$ cat config.mk
export PLATFORM = sky130hd
export DESIGN_NAME = scat_acc_engine
export DESIGN_NICKNAME = d
export VERILOG_FILES = /design/src/rtl/scat_pkg.sv /design/src/rtl/scat_log_store.sv /design/src/rtl/scat_commit_fsm.sv /design/src/rtl/scat_acc_engine.sv
export SDC_FILE = /design/constraint.sdc
export NUM_CORES = 1
export LEC_CHECK = 0
export BUFFER_PORTS_ARGS = -buffer_cell sky130_fd_sc_hd__buf_2
export CORE_MARGIN = 2
export CORE_UTILIZATION = 25
export CTS_CLUSTER_DIAMETER = 80
export DETAILED_ROUTE_END_ITERATION = 10
export GPL_TIMING_DRIVEN = 0
export PLACE_DENSITY_LB_ADDON = 0.12
export SLEW_MARGIN = 20
export SYNTH_ARGS = -nofsm -noshare
export SYNTH_HDL_FRONTEND = slang
export SYNTH_SLANG_ARGS = --single-unit
$ cat constraint.sdc
create_clock -name clk -period 5 [get_ports clk]
set_input_delay 0.25 -clock clk [delete_from_list [all_inputs] [get_ports clk]]
set_output_delay 0.25 -clock clk [all_outputs]
set_load 0.005 [all_outputs]
$ cat src/rtl/scat_pkg.sv
// Shared types for the scatter-accumulate engine.
// Assumes the log depth is a power of two and a multiple of four.
package scat_pkg;
    typedef enum logic [2:0] {
        ST_IDLE  = 3'd0,
        ST_NEXT  = 3'd1,
        ST_READ  = 3'd2,
        ST_ADD   = 3'd3,
        ST_WRITE = 3'd4,
        ST_DONE  = 3'd5
    } scat_state_t;
endpackage

$ cat src/rtl/scat_log_store.sv
// Byte-granular log: one slot per vector byte holding address, increment
// byte and valid bit. Filled by the log port; slots are cleared one at a
// time by the commit walker. Assumes log writes and clears never coincide.
module scat_log_store #(
    parameter int N_SLOTS = 16,
    parameter int ADDR_W  = 8,
    parameter int IDX_W   = 3,
    localparam int SLOT_W = $clog2(N_SLOTS)
) (
    input  logic                      clk,
    input  logic                      rst_n,
    input  logic                      wr_en,
    input  logic                      wr_word,
    input  logic [ADDR_W-1:0]         wr_ea,
    input  logic [ADDR_W-1:0]         wr_len,
    input  logic [IDX_W-1:0]          wr_idx,
    input  logic                      wr_pred_en,
    input  logic [N_SLOTS-1:0]        wr_pred,
    input  logic [31:0]               wr_inc,
    input  logic                      clr_en,
    input  logic [SLOT_W-1:0]         clr_slot,
    output logic [N_SLOTS*ADDR_W-1:0] addr_flat,
    output logic [N_SLOTS*8-1:0]      data_flat,
    output logic [N_SLOTS-1:0]        mask_vec
);
    logic [ADDR_W-1:0] limit;

    // Inclusive region end, wrapping at the address width.
    always_comb limit = wr_ea + wr_len;

    for (genvar k = 0; k < N_SLOTS; k++) begin : g_slot
        localparam int OFF_W = k % 4;
        localparam int OFF_H = k % 2;
        localparam int EL_W  = k / 4;
        localparam int EL_H  = k / 2;
        logic              hit;
        logic [1:0]        off;
        logic [ADDR_W-1:0] baddr;
        logic              ok;

        // Decide whether this slot belongs to the element being logged.
        always_comb begin
            hit   = wr_word ? (int'(wr_idx) == EL_W) : (int'(wr_idx) == EL_H);
            off   = wr_word ? 2'(OFF_W) : 2'(OFF_H);
            baddr = wr_ea + ADDR_W'(off);
            ok    = (baddr <= limit) && (!wr_pred_en || wr_pred[k]);
        end

        // Slot storage: log fill or commit clear.
        always_ff @(posedge clk) begin
            if (!rst_n) begin
                addr_flat[k*ADDR_W +: ADDR_W] <= '0;
                data_flat[k*8 +: 8]           <= '0;
                mask_vec[k]                   <= 1'b0;
            end else if (wr_en && hit) begin
                addr_flat[k*ADDR_W +: ADDR_W] <= baddr;
                data_flat[k*8 +: 8]           <= wr_inc[{off, 3'b000} +: 8];
                mask_vec[k]                   <= ok;
            end else if (clr_en && clr_slot == SLOT_W'(k)) begin
                data_flat[k*8 +: 8]           <= '0;
                mask_vec[k]                   <= 1'b0;
            end
        end
    end
endmodule

$ cat src/rtl/scat_commit_fsm.sv
// Commit walker: steps through the log by element size, and for each
// element whose first slot is valid reads memory, adds the logged
// increment and writes the sum back, clearing the slots it consumes.
// Assumes a single-port byte memory with one cycle of read latency.
module scat_commit_fsm #(
    parameter int N_SLOTS = 16,
    parameter int ADDR_W  = 8,
    localparam int SLOT_W = $clog2(N_SLOTS)
) (
    input  logic                      clk,
    input  logic                      rst_n,
    input  logic                      commit_req,
    input  logic                      commit_word,
    input  logic [N_SLOTS*ADDR_W-1:0] addr_flat,
    input  logic [N_SLOTS*8-1:0]      data_flat,
    input  logic [N_SLOTS-1:0]        mask_vec,
    input  logic [7:0]                mem_rdata,
    output logic                      busy,
    output logic                      done,
    output logic                      mem_rd,
    output logic                      mem_wr,
    output logic [ADDR_W-1:0]         mem_addr,
    output logic [7:0]                mem_wdata,
    output logic                      clr_en,
    output logic [SLOT_W-1:0]         clr_slot
);
    import scat_pkg::*;

    scat_state_t       state;
    logic [SLOT_W:0]   ptr;
    logic [2:0]        cnt;
    logic [2:0]        cm1;
    logic [31:0]       acc;
    logic [31:0]       inc;
    logic              word_q;
    logic [2:0]        nbytes;
    logic [SLOT_W-1:0] slot;

    // Current slot, element size and assembled increment.
    always_comb begin
        nbytes = word_q ? 3'd4 : 3'd2;
        slot   = ptr[SLOT_W-1:0] + SLOT_W'(cnt);
        cm1    = cnt - 3'd1;
        inc    = '0;
        for (int j = 0; j < 4; j++) begin
            if (3'(j) < nbytes)
                inc[j*8 +: 8] = data_flat[(ptr[SLOT_W-1:0] + SLOT_W'(j))*8 +: 8];
        end
    end

    // Memory port and log clear strobes.
    always_comb begin
        busy      = (state != ST_IDLE);
        done      = (state == ST_DONE);
        mem_rd    = (state == ST_READ) && (cnt < nbytes);
        mem_wr    = (state == ST_WRITE);
        mem_addr  = addr_flat[slot*ADDR_W +: ADDR_W];
        mem_wdata = acc[{cnt[1:0], 3'b000} +: 8];
        clr_en    = (state == ST_WRITE);
        clr_slot  = slot;
    end

    // Commit sequencing.
    always_ff @(posedge clk) begin
        if (!rst_n) begin
            state  <= ST_IDLE;
            ptr    <= '0;
            cnt    <= '0;
            acc    <= '0;
            word_q <= 1'b0;
        end else begin
            case (state)
                ST_IDLE: if (commit_req) begin
                    word_q <= commit_word;
                    ptr    <= '0;
                    state  <= ST_NEXT;
                end
                ST_NEXT: begin
                    if (ptr >= (SLOT_W+1)'(N_SLOTS)) begin
                        state <= ST_DONE;
                    end else if (mask_vec[ptr[SLOT_W-1:0]]) begin
                        cnt   <= '0;
                        acc   <= '0;
                        state <= ST_READ;
                    end else begin
                        ptr <= ptr + (SLOT_W+1)'(nbytes);
                    end
                end
                ST_READ: begin
                    if (cnt != 3'd0) acc[{cm1[1:0], 3'b000} +: 8] <= mem_rdata;
                    if (cnt == nbytes) state <= ST_ADD;
                    else               cnt   <= cnt + 3'd1;
                end
                ST_ADD: begin
                    acc   <= acc + inc;
                    cnt   <= '0;
                    state <= ST_WRITE;
                end
                ST_WRITE: begin
                    if (cnt == nbytes - 3'd1) begin
                        ptr   <= ptr + (SLOT_W+1)'(nbytes);
                        state <= ST_NEXT;
                    end else begin
                        cnt <= cnt + 3'd1;
                    end
                end
                ST_DONE: state <= ST_IDLE;
                default: state <= ST_IDLE;
            endcase
        end
    end
endmodule

$ cat src/rtl/scat_acc_engine.sv
// Scatter-accumulate engine top: byte log plus commit walker. Log
// requests are accepted only while no commit runs.
module scat_acc_engine #(
    parameter int N_SLOTS = 16,
    parameter int ADDR_W  = 8,
    localparam int IDX_W  = $clog2(N_SLOTS / 2),
    localparam int SLOT_W = $clog2(N_SLOTS)
) (
    input  logic               clk,
    input  logic               rst_n,
    input  logic               log_valid,
    input  logic               log_word,
    input  logic [ADDR_W-1:0]  log_addr,
    input  logic [ADDR_W-1:0]  log_len,
    input  logic [IDX_W-1:0]   log_idx,
    input  logic               log_pred_en,
    input  logic [N_SLOTS-1:0] log_pred,
    input  logic [31:0]        log_inc,
    input  logic               commit_req,
    input  logic               commit_word,
    output logic               busy,
    output logic               done,
    output logic               mem_rd,
    output logic               mem_wr,
    output logic [ADDR_W-1:0]  mem_addr,
    output logic [7:0]         mem_wdata,
    input  logic [7:0]         mem_rdata
);
    logic [N_SLOTS*ADDR_W-1:0] addr_flat;
    logic [N_SLOTS*8-1:0]      data_flat;
    logic [N_SLOTS-1:0]        mask_vec;
    logic                      clr_en;
    logic [SLOT_W-1:0]         clr_slot;
    logic                      log_go;

    // Log acceptance is refused during a commit.
    always_comb log_go = log_valid && !busy;

    scat_log_store #(.N_SLOTS(N_SLOTS), .ADDR_W(ADDR_W), .IDX_W(IDX_W)) u_log (
        .clk(clk), .rst_n(rst_n),
        .wr_en(log_go), .wr_word(log_word), .wr_ea(log_addr), .wr_len(log_len),
        .wr_idx(log_idx), .wr_pred_en(log_pred_en), .wr_pred(log_pred),
        .wr_inc(log_inc), .clr_en(clr_en), .clr_slot(clr_slot),
        .addr_flat(addr_flat), .data_flat(data_flat), .mask_vec(mask_vec)
    );

    scat_commit_fsm #(.N_SLOTS(N_SLOTS), .ADDR_W(ADDR_W)) u_fsm (
        .clk(clk), .rst_n(rst_n),
        .commit_req(commit_req), .commit_word(commit_word),
        .addr_flat(addr_flat), .data_flat(data_flat), .mask_vec(mask_vec),
        .mem_rdata(mem_rdata), .busy(busy), .done(done),
        .mem_rd(mem_rd), .mem_wr(mem_wr), .mem_addr(mem_addr),
        .mem_wdata(mem_wdata), .clr_en(clr_en), .clr_slot(clr_slot)
    );
endmodule

==> results of run 1 <==
## metal layers
layer	global-route usage	routed length, um	vias to the layer above
li1	-	-	7488
met1	0.2813	35560	8218
met2	0.3610	38640	532
met3	0.02500	4202	113
met4	0.06888	2397	0
met5	0	0	-
## worst max-delay path: stages, from the launching register on
cell      delay (ns)
dfxtp_2         0.43
buf_4           0.27
buf_4           0.27
buf_4           0.33
mux2i_1         0.39
a21oi_1         0.13
mux2_2          0.36
ha_1            0.37
o21ai_0         0.09
nor2_1          0.46
o22ai_4         0.22
o221ai_2        0.25
a211o_1         0.26
a31oi_1         0.13
or4b_2          0.64
nand3_1         0.09
## cells in the mapped netlist, types with 8 or more instances
| master | n | area [um^2] |
|---|---|---|
| mux2_2 | 31 | 349.1 |
| mux4_2 | 74 | 1667 |
| a21oi_1 | 126 | 630.6 |
| nor2_1 | 76 | 285.3 |
| and2_1 | 13 | 81.33 |
| a22oi_1 | 129 | 968.4 |
| o21ai_0 | 53 | 265.3 |
| a21o_1 | 25 | 187.7 |
| o211a_1 | 77 | 770.7 |
| buf_2 | 24 | 120.1 |
| clkbuf_1 | 108 | 405.4 |
| nor2b_1 | 228 | 1426 |
| xor2_1 | 26 | 227.7 |
| ha_1 | 68 | 850.8 |
| dfxtp_1 | 307 | 6146 |
| nor3_1 | 17 | 85.08 |
| nand2_1 | 165 | 619.3 |
| and3_1 | 11 | 68.82 |
| a211oi_1 | 35 | 262.8 |
| a21boi_0 | 26 | 195.2 |
| mux2i_1 | 64 | 640.6 |
| xnor2_1 | 29 | 254.0 |
| o221ai_1 | 12 | 105.1 |
| a22o_1 | 8 | 70.07 |
| nand3_1 | 27 | 135.1 |
| o211ai_1 | 12 | 90.09 |
| nand2b_1 | 26 | 162.7 |
| inv_1 | 28 | 105.1 |
| a221o_1 | 8 | 80.08 |
| buf_1 | 18 | 67.56 |
| a31oi_1 | 18 | 112.6 |
## area by class of cell
| cell class | instances | area share |
|---|---|---|
| inverter | 28 | 0.004915 |
| tap | 950 | 0.05559 |
| sequential | 307 | 0.2875 |
| clock inverter | 11 | 0.007607 |
| clock buffer | 65 | 0.05734 |
| multi-input combinational | 1467 | 0.5352 |
| buffer | 150 | 0.02943 |
| timing repair buffer | 93 | 0.02247 |
## power groups by stage
stage / logic, W / clock network [W] / registers [W]
6_report: 0.000848 / 0.00307 / 0.00255
5_1_grt: 0.000915 / 0.00322 / 0.00256
4_1_cts: 0.000849 / 0.00312 / 0.00255
3_5_place_dp: 0.000838 / 0 / 0.00260
3_3_place_gp: 0.000827 / 0 / 0.00260
2_1_floorplan: 0.000502 / 0 / 0.00258
## state kept, by name, summed over array words and instances (netlist names)
| register | flops |
|---|---|
| u_fsm.cnt | 3 |
| u_log.data_flat | 128 |
| u_fsm.word_q | 1 |
| u_fsm.state | 3 |
| u_log.addr_flat | 128 |
| u_log.mask_vec | 8 |
| u_fsm.ptr | 4 |
| u_fsm.acc | 32 |
## per-stage QoR
stage | worst slack [ns] | hold slack [ns]
2_1_floorplan | 0.8262 | 0.3949
3_3_place_gp | -1.104 | 0.4482
3_5_place_dp | -1.148 | 0.4611
4_1_cts | 0.01172 | 0.007021
5_1_grt | 0.002648 | 0.01431
6_report | 0.2025 | 0.005434
## worst max-delay path by stage
| stage | to | start | depth (start not counted) |
|---|---|---|---|
| 3_3_place_gp | u_fsm.acc[29]$_SDFFE_PN0P_ | u_fsm.ptr[1]$_SDFFE_PN0P_ | 16 |
| 3_5_place_dp | u_fsm.acc[29]$_SDFFE_PN0P_ | u_fsm.ptr[1]$_SDFFE_PN0P_ | 16 |
| 5_1_grt | u_fsm.acc[29]$_SDFFE_PN0P_ | u_fsm.ptr[1]$_SDFFE_PN0P_ | 16 |
| 2_1_floorplan | u_fsm.acc[26]$_SDFFE_PN0P_ | u_fsm.ptr[2]$_SDFFE_PN0P_ | 17 |
| 6_report | u_fsm.acc[26]$_SDFFE_PN0P_ | u_fsm.ptr[2]$_SDFFE_PN0P_ | 15 |
| 4_1_cts | u_fsm.acc[29]$_SDFFE_PN0P_ | u_fsm.ptr[2]$_SDFFE_PN0P_ | 16 |
## kinds of logic after synthesis
group,after synthesis,share of synthesized area
simple gates,596,0.1712
compound gates,575,0.2281
flops,307,0.3383
buf+inv,178,0.03843
mux,169,0.1462
fa+ha+maj,72,0.05124
xor+xnor,55,0.02652
## repair_timing
action | CTS | global route
endpoints found under the hold margin | 9 | 0
gates resized for setup | 27 | 10
hold buffers | 3 | 0
pin swaps | 0 | 0
endpoints found under the setup margin | 26 | 7
==> metrics, run 1 <==
status finished, final reports clean; endpoints failing hold 0; Reg2Reg Depth 15; DRC 0; Core ar. 71730 um^2; total track usage 0.2132; I/O pin count 102; Max clock buf depth 3; CTS sink cnt 307; source of the worst hold timing path commit_word; TritonCTS clock tree yes; combinational power share 0.131; PnR Total Power 0.006468 W; startpoint types register; total gr overflow 0; Tcrit/Tclk final 0.9595; Die W 273.6 um; setup repair after global routing missed its margin no; Pint roughly 0.0046 W; Final #Nets 2242; Max Cap Viol 0; FF-to-FF Start u_fsm.ptr[2]$_SDFFE_PN0P_; Num CTS Buffers 41; First-pass DRT Iterations 5; Req. time, crit path 5.52 ns; area occupied by multi-input gates 11440 um^2; post-DP HPWL around 60 mm; worst hold path type input pin to register; Synthesis Warnings 0; worst rel slew slack 0.1797; Psw about 0.0019 W; clock insertion delay at the later pin of the skew report 0.61 ns; die height 273.6 um; Post-DRT Antenna Nets 0; postcts setup bufs 0; initial DRC count 1403; Final Critical Period 4.798 ns; Die Area 74840 um^2; Final Util 0.2981; Cell Area, Placed 19860 um^2; vias per cell 5.324; most frequent cells in the layout dfxtp_1 (306), nor2b_1 (228), nand2_1 (165); Root Driver clkbuf_16; DRT Wirelength 80.80 mm; Net Sw Frac 0.2872; Mapped Cells ~2000; Synth Register Bits 307; most common cell after layout, fill and taps aside dfxtp_1; vias in the first global route 16450; Routed WL per cell 26.31 um; largest net degree at the start of global routing 13; initial core utilization 0.2533; hold depth 3; terminus of the critical flop-to-flop path u_fsm.acc[26]$_SDFFE_PN0P_; top_reg_cell synth dfxtp_1; Flop pwr share 0.394; Post-Layout Cell Count just over 3000; clock power share 0.475; FMAX approximately 210 MHz; Antenna diodes 0; Distinct cells, synth 69; Core Rows 98; Syn Nets approximately 2100; EDFF count, synth 0; Crit Path Max Fanout 10; via count approximately 16000; Synth async-reset ratio 0; number of fill cells approximately 7600; PD cells 302.5 nW/um^2; CTS clk-pin slew, worst paths 0.06 ns; IO Port Bufs 90; Mean Syn Cell Area 9.307 um^2; worst slew pin tran approximately 1.2 ns; share of cells above drive strength 1 0.1579; Leakage 8.395 nW; Seq/Total Area, Yosys 0.3383; Setup CP Type register to register; crit path capture type register; mapped cell area 18170 um^2; Final setup viols 0; register area just over 6000 um^2; dpl cells 2992; final RePlAce weighted congestion just under 0.9; FF-to-FF setup slack 0.20 ns; Final Max Tran Viols 0; Hold EP u_fsm.word_q$_SDFFE_PN0P_; setup_tns 0 ns; H-tree Lvls 2; Arrival @ worst endpoint 5.32 ns; global-route wire length before repair 116.3 mm; Clock Skew 0.04056 ns; Max IR drop VDD 0.2046 mV; initial antenna violation count 0; Area Growth Syn to Fin 17.70%; post-route cell area 21380 um^2
Note: power is estimated with default switching activity, not from simulation.
==> inputs of run 2 (changes only) <==
- SLEW_MARGIN: 20 -> 25
- clock period: 5 -> 5.7 ns (I/O delays scaled with it)
==> run 2 against run 1 <==
Net effect: combinational power down 13%; critical path depth decreased by 1; routed wire length about the same; clock-buffer cell count decreased by 2; sequential power shrank 12%; power down 14%; critical endpoint is now u_fsm.acc[31]$_SDFFE_PN0P_; largest cell class unchanged.
==> metrics, run 2 (synthesis results as in run 1) <==
Final #Nets 2240 (-0.089%); Die Area 74840 um^2 (unchanged); cells along the critical path buf_2 -> clkbuf_1 -> clkbuf_2 -> mux4_2 -> mux2_2 -> ha_1 -> o211ai_1 -> o21ai_1 -> o211a_1 -> nor3_1 -> o31ai_1 -> nand2_1 -> mux2i_1 -> a21oi_1; Psw 0.001583 W (-15%); DRC 0 (unchanged); Core Rows 98 (unchanged); die height 273.6 um (unchanged); IO Port Bufs 90 (unchanged); worst rel slew slack 0.1994 (+0.01963); hold depth 3 (unchanged); via count 16470 (+0.74%); Final Max Tran Viols 0 (unchanged); global-route wire length before repair 115.8 mm (-0.43%); dpl cells 2993 (+0.033%); crit path capture type register; Final Critical Period 5.444 ns (+0.6464 ns); GR Util met3 0.02421 (-0.0007895); Clock Skew 0.03503 ns (-0.005530 ns); Flop pwr share 0.401 (+0.007); Final Util 0.2964 (-0.001692); share of cells above drive strength 1 0.1551 (-0.002862); setup repair after global routing missed its margin no; total gr overflow 0 (unchanged); Setup CP Type register to register; busiest grt layer met2; worst slew pin tran 1.201 ns (-0.02944 ns); FF-to-FF setup slack 0.26 ns (+0.05 ns); DRT Wirelength 80.80 mm (about the same); Worst path slowest cell o21ai_1; TritonCTS clock tree yes; Max clock buf depth 3 (unchanged); Worst path max stage delay 0.67 ns (+0.03 ns); vias per cell 5.372 (+0.90%); Num CTS Buffers 41 (unchanged); terminus of the critical flop-to-flop path u_fsm.acc[31]$_SDFFE_PN0P_; Final setup viols 0 (unchanged); startpoint types register; most frequent cells in the layout dfxtp_1 (307), nor2b_1 (228), nand2_1 (165); number of fill cells 7653 (+0.25%); total track usage 0.2126 (-0.0006819); Die W 273.6 um (unchanged); M1 GR Usage 0.2773 (-0.004037); Req. time, crit path 6.17 ns (+0.65 ns); vias in the first global route 16480 (+0.21%); Tcrit/Tclk final 0.9551 (-0.004428); initial DRC count 1408 (+0.36%); Root Driver clkbuf_16; final RePlAce weighted congestion 0.8888 (unchanged); clock power share 0.466 (-0.009); endpoints failing hold 0 (unchanged); initial core utilization 0.2533 (unchanged); top flop regs u_log.addr_flat: 128 flops, u_log.data_flat: 128 flops, u_fsm.acc: 32 flops; CTS clk-pin slew, worst paths 0.06 ns (about the same); met2 Use GR 0.3627 (+0.001728); I/O pin count 102 (unchanged); largest net degree at the start of global routing 13 (unchanged); source of the worst hold timing path log_inc[13]; PD cells 262.1 nW/um^2 (-13%); FF-to-FF Start u_fsm.ptr[2]$_SDFFE_PN0P_; Routed WL per cell 26.35 um (+0.16%); Net Sw Frac 0.2840 (-0.003206); hold buffers post-CTS 0 (-3); Max Cap Viol 0 (unchanged); Pint 0.003990 W (-13%); combinational power share 0.133 (+0.002); Max IR drop VDD 0.1574 mV (-23%); Post-Layout Cell Count 3066 (-0.16%); status finished, final reports clean; worst hold path type input pin to register; Area Growth Syn to Fin 17.03%; FMAX 183.7 MHz (-12%); Crit Path Max Fanout 10 (unchanged); Leakage 8.339 nW (-0.67%); initial antenna violation count 0 (unchanged); Core ar. 71730 um^2 (unchanged); post-DP HPWL 59.99 mm (about the same); Fin Hold WS 0.04872 ns (+0.04328 ns); CTS sink cnt 307 (unchanged); Hold EP u_log.data_flat[13]$_SDFFE_PN0P_; most common cell after layout, fill and taps aside dfxtp_1; Reg2Reg Depth 14 (-1); H-tree Lvls 2 (unchanged); Arrival @ worst endpoint 5.91 ns (+0.59 ns); First-pass DRT Iterations 5 (unchanged); Post-DRT Antenna Nets 0 (unchanged); clock insertion delay at the later pin of the skew report 0.60 ns (about the same)
-- run 2: changes by cell type in the layout (fill, tap and decap cells not counted), sizes merged --
cell           change
inv                +2
clkinvlp           +1
diode              +1
bufinv             -1
buf                -1
clkdlybuf4s18      +1
clkinv             -4
dlygate4sd3        -3
clkdlybuf4s15      -1
-- run 2: how the worst max path moves through the flow --
stage	start	endpoint	slack (ns)	cells after the start
finish	u_fsm.ptr[2]$_SDFFE_PN0P_	u_fsm.acc[31]$_SDFFE_PN0P_	0.26	14
global route	u_fsm.ptr[2]$_SDFFE_PN0P_	u_fsm.acc[29]$_SDFFE_PN0P_	0.07	16
CTS	u_fsm.ptr[2]$_SDFFE_PN0P_	u_fsm.acc[28]$_SDFFE_PN0P_	0.07	14
detailed placement	u_fsm.ptr[2]$_SDFFE_PN0P_	u_fsm.acc[29]$_SDFFE_PN0P_	-0.38	15
global placement	u_fsm.ptr[1]$_SDFFE_PN0P_	u_fsm.acc[29]$_SDFFE_PN0P_	-0.40	16
floorplan	u_fsm.ptr[2]$_SDFFE_PN0P_	u_fsm.acc[26]$_SDFFE_PN0P_	1.53	17
-- run 2: metrics by stage --
| step | area (um^2) | power, W | setup WS, ns | setup TNS, ns |
|---|---|---|---|---|
| after floorplan | 18170 | 0.002707 | 1.526 | 0 |
| after CTS | 21240 | 0.005626 | 0.07317 | 0 |
| after global routing | 21260 | 0.005764 | 0.07447 | 0 |
| after detailed placement | 19880 | 0.003017 | -0.3842 | -1.921 |
| final | 21260 | 0.005572 | 0.2561 | 0 |
| after global placement | 19810 | 0.003007 | -0.4038 | -2.190 |
-- run 2: final cells by class --
cell class / count / area, um^2 / area share
clock inverter: 9 / 97.59 / 0.004590
buffer: 150 / 613.1 / 0.02884
antenna: 1 / 2.502 / 0.0001177
inverter: 28 / 105.1 / 0.004943
timing repair buffer: 91 / 457.9 / 0.02154
clock buffer: 63 / 1229 / 0.05779
sequential: 307 / 6146 / 0.2891
tap: 950 / 1189 / 0.05591
multi-input combinational: 1467 / 11420 / 0.5372
-- run 2: timing repair --
| action | 4_1_cts | 5_1_grt |
|---|---|---|
| endpoints found under the setup margin | 11 | 7 |
| setup buffers | 0 | 0 |
| resized for setup | 10 | 7 |
-- run 2: metal layers --
| metal | vias to the layer above | wire length, um | share of wire |
|---|---|---|---|
| li1 | 7487 | - | - |
| met1 | 8264 | 35480 | 0.44 |
| met2 | 587 | 38460 | 0.48 |
| met3 | 134 | 4239 | 0.052 |
| met4 | 0 | 2624 | 0.032 |
| met5 | - | 0 | 0 |
-- run 2: worst max-delay path, delay by kind of cell, from the launching register on --
family	cells	cell delay, ns
buffers and inverters	3	1.42
flip-flops	1	0.50
AO/OA/AOI/OAI	5	1.76
multiplexers	3	0.93
AND/OR/NAND/NOR	2	0.30
adder cells (fa/ha/maj)	1	0.39
-- run 2: power groups by stage --
stage / clock [W] / combinational (W) / sequential [W]
4_1_cts: 0.00265 / 0.000739 / 0.00224
6_report: 0.00260 / 0.000739 / 0.00224
3_5_place_dp: 0 / 0.000735 / 0.00228
3_3_place_gp: 0 / 0.000726 / 0.00228
5_1_grt: 0.00273 / 0.000795 / 0.00224
2_1_floorplan: 0 / 0.000440 / 0.00227
